--- src/rtl/hostirq_pkg.sv ---
package hostirq_pkg;
  // number of free slots in a buffer of the given depth
  function automatic int free_slots(input int depth, input int level);
    return depth - level;
  endfunction

  // hysteresis decision for the busy flag
  function automatic logic hyst_next(input logic busy, input int free,
                                     input int busy_free, input int ready_free);
    if (free <= busy_free) return 1'b1;
    if (free >= ready_free) return 1'b0;
    return busy;
  endfunction
endpackage

--- src/rtl/hostirq_evlatch.sv ---
module hostirq_evlatch #(
  parameter int NUM_EV = 4
) (
  input  logic              clk,
  input  logic              rst_n,
  input  logic [NUM_EV-1:0] ev,
  input  logic              mask_wr,
  input  logic [NUM_EV-1:0] mask_data,
  input  logic              rd_cmd,
  output logic [NUM_EV-1:0] status_q,
  output logic [NUM_EV-1:0] mask_q,
  output logic              irq_q
);
  logic [NUM_EV-1:0] status_nxt;
  logic [NUM_EV-1:0] mask_nxt;
  logic [NUM_EV-1:0] armed_nxt;   // pending and enabled after this edge

  always_comb begin
    status_nxt = (rd_cmd ? '0 : status_q) | ev;
    mask_nxt   = mask_wr ? mask_data : mask_q;
    armed_nxt  = status_nxt & mask_nxt;
  end

  always_ff @(posedge clk or negedge rst_n) begin
    if (!rst_n) begin
      status_q <= '0;
      mask_q   <= '0;
      irq_q    <= 1'b0;
    end else begin
      status_q <= status_nxt;
      mask_q   <= mask_nxt;
      irq_q    <= |armed_nxt;
    end
  end


  ev_capture_chk: assert property (@(posedge clk) disable iff (!rst_n)
    (ev != '0) |=> ((status_q & $past(ev)) == $past(ev)));

  status_sticky_chk: assert property (@(posedge clk) disable iff (!rst_n)
    !rd_cmd |=> ((status_q & $past(status_q)) == $past(status_q)));

  rdint_clear_chk: assert property (@(posedge clk) disable iff (!rst_n)
    (rd_cmd && ev == '0) |=> (status_q == '0));

  irq_source_chk: assert property (@(posedge clk) disable iff (!rst_n)
    irq_q |-> ((status_q & mask_q) != '0));

  irq_raise_chk: assert property (@(posedge clk) disable iff (!rst_n)
    ((status_q & mask_q) != '0) |-> irq_q);

  mask_load_chk: assert property (@(posedge clk) disable iff (!rst_n)
    mask_wr |=> (mask_q == $past(mask_data)));
endmodule

--- src/rtl/hostirq_rdyhyst.sv ---
module hostirq_rdyhyst
  import hostirq_pkg::*;
#(
  parameter int DEPTH      = 16,
  parameter int BUSY_FREE  = 2,
  parameter int READY_FREE = 4,
  parameter int LVL_W      = $clog2(DEPTH + 1)
) (
  input  logic             clk,
  input  logic             rst_n,
  input  logic [LVL_W-1:0] level,
  output logic             busy_q
);
  int   free_now;
  logic go_busy;
  logic go_ready;
  logic busy_nxt;

  always_comb begin
    free_now = free_slots(DEPTH, int'(level));
    go_busy  = (free_now <= BUSY_FREE);
    go_ready = (free_now >= READY_FREE);
    busy_nxt = hyst_next(busy_q, free_now, BUSY_FREE, READY_FREE);
  end

  always_ff @(posedge clk or negedge rst_n) begin
    if (!rst_n) busy_q <= 1'b0;
    else        busy_q <= busy_nxt;
  end

  initial begin
    thresh_order_chk: assert (READY_FREE > BUSY_FREE);
  end


  busy_enter_chk: assert property (@(posedge clk) disable iff (!rst_n)
    go_busy |=> busy_q);

  busy_leave_chk: assert property (@(posedge clk) disable iff (!rst_n)
    go_ready |=> !busy_q);

  busy_hold_chk: assert property (@(posedge clk) disable iff (!rst_n)
    (!go_busy && !go_ready) |=> $stable(busy_q));

  level_range_chk: assert property (@(posedge clk) disable iff (!rst_n)
    int'(level) <= DEPTH);
endmodule

--- src/rtl/hostirq_flowctl.sv ---
module hostirq_flowctl #(
  parameter int NUM_EV     = 4,
  parameter int DEPTH      = 16,
  parameter int BUSY_FREE  = 2,
  parameter int READY_FREE = 4,
  parameter int LVL_W      = $clog2(DEPTH + 1)
) (
  input  logic              clk,
  input  logic              rst_n,
  input  logic [NUM_EV-1:0] ev_strobe,
  input  logic              mask_wr,
  input  logic [NUM_EV-1:0] mask_data,
  input  logic              rdint_cmd,
  input  logic [LVL_W-1:0]  rx_level,
  output logic              irq_drive_low,
  output logic              rdy_drive_low,
  output logic [NUM_EV-1:0] status
);
  logic [NUM_EV-1:0] mask_q;
  logic              irq_q;
  logic              busy_q;

  hostirq_evlatch #(.NUM_EV(NUM_EV)) u_evlatch (
    .clk       (clk),
    .rst_n     (rst_n),
    .ev        (ev_strobe),
    .mask_wr   (mask_wr),
    .mask_data (mask_data),
    .rd_cmd    (rdint_cmd),
    .status_q  (status),
    .mask_q    (mask_q),
    .irq_q     (irq_q)
  );

  hostirq_rdyhyst #(
    .DEPTH      (DEPTH),
    .BUSY_FREE  (BUSY_FREE),
    .READY_FREE (READY_FREE),
    .LVL_W      (LVL_W)
  ) u_rdyhyst (
    .clk    (clk),
    .rst_n  (rst_n),
    .level  (rx_level),
    .busy_q (busy_q)
  );

  assign irq_drive_low = irq_q;
  assign rdy_drive_low = busy_q;


  reset_idle_chk: assert property (@(posedge clk)
    $rose(rst_n) |-> (!irq_drive_low && !rdy_drive_low && status == '0 && mask_q == '0));

  unmask_pending_chk: assert property (@(posedge clk) disable iff (!rst_n)
    (mask_wr && !rdint_cmd && ((status & mask_data) != '0)) |=> irq_drive_low);
endmodule

--- config.mk ---
export PLATFORM = sky130hd
export DESIGN_NAME = hostirq_flowctl
export DESIGN_NICKNAME = d
export VERILOG_FILES = /design/src/rtl/hostirq_pkg.sv /design/src/rtl/hostirq_evlatch.sv /design/src/rtl/hostirq_rdyhyst.sv /design/src/rtl/hostirq_flowctl.sv
export SDC_FILE = /design/constraint.sdc
export NUM_CORES = 1
export LEC_CHECK = 0
export BUFFER_PORTS_ARGS = -buffer_cell sky130_fd_sc_hd__buf_2
export CAP_MARGIN = 20
export CORE_AREA = 2 2 39 41
export CTS_CLUSTER_DIAMETER = 40
export DETAILED_ROUTE_END_ITERATION = 10
export DIE_AREA = 0 0 41 43
export PLACE_DENSITY = 0.74
export SYNTH_ARGS = -nofsm -noshare
export SYNTH_HDL_FRONTEND = slang
export SYNTH_SLANG_ARGS = --single-unit
--- constraint.sdc ---
create_clock -name clk -period 0.9 [get_ports clk]
set_input_delay 0.18 -clock clk [delete_from_list [all_inputs] [get_ports clk]]
set_output_delay 0.18 -clock clk [all_outputs]
set_load 0.05 [all_outputs]
==> results.sh <==
export IMPL_synth_most_common_cell="dfrtp_1"
export IMPL_finalSetupViolCount=7
export IMPL_dp_cells=81
export IMPL_cts_tree="done"
export IMPL_clock_latency_ps=260
export IMPL_min_path_type="primary input to flop"
export IMPL_cts_buffers=3
export IMPL_avgRoutedWirePerCell_um=12.12
export IMPL_endpoint_kind="output port"
export IMPL_crit_type="flop to output port"
export IMPL_synth_common_cells="dfrtp_1, mux2_2, nor2b_1, o21ai_0, or2_2"
export IMPL_clock_sinks=10
export IMPL_fin_crit_sh_pct=111.2
export IMPL_synth_simple_gate_area_share_pct=15.88
export IMPL_start_kind="flop"
export IMPL_crit_required_ps=720
export IMPL_gp_congestion=0.6104
export IMPL_synth_top_family_by_area="simple AND/OR/NAND/NOR gates"
export IMPL_synthToLayoutAreaGrowth_pct=79.94
export IMPL_clock_root_buffer="clkbuf_4"
export IMPL_drt_vias_per_instance=4.682
export IMPL_drt_iter0_markers=2
export IMPL_outcome="finished with violations"
export IMPL_synth_top_cell_by_area="dfrtp_1"
export IMPL_slowest_delay_ps=410
export IMPL_vias=398
export IMPL_final_nets=90
export IMPL_clockBufferDepth=2
export IMPL_final_cells=85
export IMPL_ys_types=13
export IMPL_die_x_um=41
export IMPL_power_leakage_nw=0.3829
export IMPL_crit_buf_inv=1
export IMPL_io_buffers=22
export IMPL_gr_total_overflow=0
export IMPL_synth_area_mux_share_pct=10.03
export IMPL_fmaxAchievable_mhz=999.2
export IMPL_ys_flop_type="dfrtp_1"
export IMPL_synth_yosys_seq_area_share_pct=55.71
export IMPL_synth_avg_cell_area_um2=11.52
export IMPL_synthAdderAreaFrac_pct=5.571
export IMPL_ys_async_sr_fraction_pct=100.0
export IMPL_yosys_warnings=0
export IMPL_slew_headroom_pct=84.89
export IMPL_pin_count=23
export IMPL_maxCapViolations=0
export IMPL_ir_drop_mv=1.019
export IMPL_synth_area_um2=449.2
export IMPL_netlist_instances=39
export IMPL_finalSetupTns_ps=-560.5
export IMPL_synthXorXnorAreaFrac_pct=0
export IMPL_tightest_slew_ps=226.7
export IMPL_rows=14
export IMPL_cpLargestDelayFamily="flip-flops"
export IMPL_antenna_found_initial=0
export IMPL_grt_pass1_wl_um=1455
export IMPL_setup_slack_ps=-100.8
export IMPL_synth_seq_cells=10
export IMPL_syn_num_nets=58
export IMPL_drive_above_1_share_pct=76.81
export IMPL_grt_usage_pct=12.54
export IMPL_drt_pre_antenna_iters=2
export IMPL_synth_top_area_share_pct=55.71
export IMPL_rsz0062_at_grt="yes"
export IMPL_post_route_util_pct=58.41
export IMPL_clkTransAtPathRegs_ps=60
export IMPL_synth_edf_count=0
export IMPL_maxSlewViolCount=0
export IMPL_power_density_mw_per_mm2=1440
export IMPL_cp_slowest_cell="dfrtp_2"
export IMPL_start_util_pct=32.46
export IMPL_drc=0
export IMPL_synthTopCellsByArea="dfrtp_1, mux2_2, ha_1"
export IMPL_ant_nets=0
export IMPL_core_area_mm2=0.001384
export IMPL_cp_max_fo=2
export IMPL_postCtsSetupRepairBufs=0
export IMPL_timing_final_crit_period_ps=1001
export IMPL_hpwl_um=754.9
export IMPL_grt_max_degree=11
export IMPL_cp_cell_sequence="buf_6"
export IMPL_finalHoldViolCount=0
export IMPL_grt_pass1_vias=404
export IMPL_synth_compound_area_share_pct=10.31
export IMPL_fin_skew_ps=2.233
export IMPL_htree_levels=1
export IMPL_violations="negative setup slack"
export IMPL_arrival_ps=820
export IMPL_drt_total_wl_um=1030
export IMPL_dieArea_mm2=0.001763
export IMPL_r2r_setup_slack_ps=-20
export IMPL_die_y_um=43
export IMPL_antenna_cells=0
==> state kept, by name, summed over array words and instances (netlist names) <==
register and flops:
u_evlatch.irq_q 1, u_evlatch.mask_q 4, u_rdyhyst.busy_q 1, u_evlatch.status_q 4
==> path summary, 6_finish.rpt <==
check                                                startpoint                               to  cells after the start
worst max register to register    u_evlatch.mask_q[1]$_DFF_PN0_        u_evlatch.irq_q$_DFF_PN0_                      3
min in group asynchronous                                 rst_n  u_evlatch.status_q[1]$_DFF_PN0_                      2
worst min register to register    u_evlatch.mask_q[1]$_DFF_PN0_    u_evlatch.mask_q[1]$_DFF_PN0_                      1
max in group asynchronous                                 rst_n  u_evlatch.status_q[3]$_DFF_PN0_                      2
worst min-delay path                               ev_strobe[1]  u_evlatch.status_q[1]$_DFF_PN0_                      2
worst max-delay path            u_evlatch.status_q[1]$_DFF_PN0_                        status[1]                      1
==> cell families (layout without fill, tap and decap cells) <==
| kind of cell | Yosys count | in the layout |
|---|---|---|
| compound gates | 8 | 8 |
| fa+ha+maj | 2 | 2 |
| buf+inv | 3 | 33 |
| flops | 10 | 10 |
| mux | 4 | 4 |
| simple gates | 12 | 12 |
==> cells in the final DEF, fill, tap and decap left out, drive strengths merged <==
cell type / Yosys / final
o221ai: 1 / 1
a21oi: 2 / 2
dfrtp: 10 / 10
o21a: 1 / 1
ha: 2 / 2
nor2b: 4 / 4
or4: 1 / 1
mux2: 4 / 4
or2: 4 / 4
clkbuf: 0 / 3
nand2: 2 / 2
o21ai: 4 / 4
dlygate4sd3: 0 / 1
buf: 0 / 26
nand4: 1 / 1
inv: 3 / 3
==> per-stage QoR <==
| stage | setup WS [ps] | instance area, um^2 | hold WS, ps | total power [mW] |
|---|---|---|---|---|
| detailed placement | -369.6 | 686.9 | 53.23 | 0.8087 |
| floorplan | -112.7 | 526.8 | -115.6 | 0.6951 |
| global route | -129.4 | 808.3 | 139.5 | 1.219 |
| global placement | -348.9 | 686.9 | 49.02 | 0.8037 |
| CTS | -113.2 | 782.0 | 127.6 | 1.160 |
| finish | -100.8 | 808.3 | 137.6 | 1.164 |
==> cell type report <==
class	count	area, um^2
fillers	122	575.6
multi-input cells	26	266.5
flip-flops and latches	10	255.2
repair buffers	27	212.7
inverters	3	31.28
clock buffers	3	22.52
well taps	16	20.02
==> power breakdown <==
group	internal, mW	leakage, nW	total (mW)	switching (mW)
clock	0.154	0.0138	0.297	0.143
sequential	0.492	0.108	0.510	0.0185
combinational	0.177	0.261	0.357	0.180
total	0.822	0.383	1.16	0.341
==> layer usage <==
layer  up-vias  track usage (%)  wire [um]
met5         -                0          0
met4         0            6.000          0
met3         0            6.806         88
met2        19            19.69        520
met1       184            12.84        421
li1        195                -          -
==> timing repair <==
action | CTS | global route
pin swaps | 2 | 2
cloned | 0 | 0
gates resized for setup | 19 | 7
setup endpoints to repair | 8 | 8
endpoints found under the hold margin | 10 | 0
hold buffers | 1 | 0
Note: power is estimated with default switching activity, not from simulation.
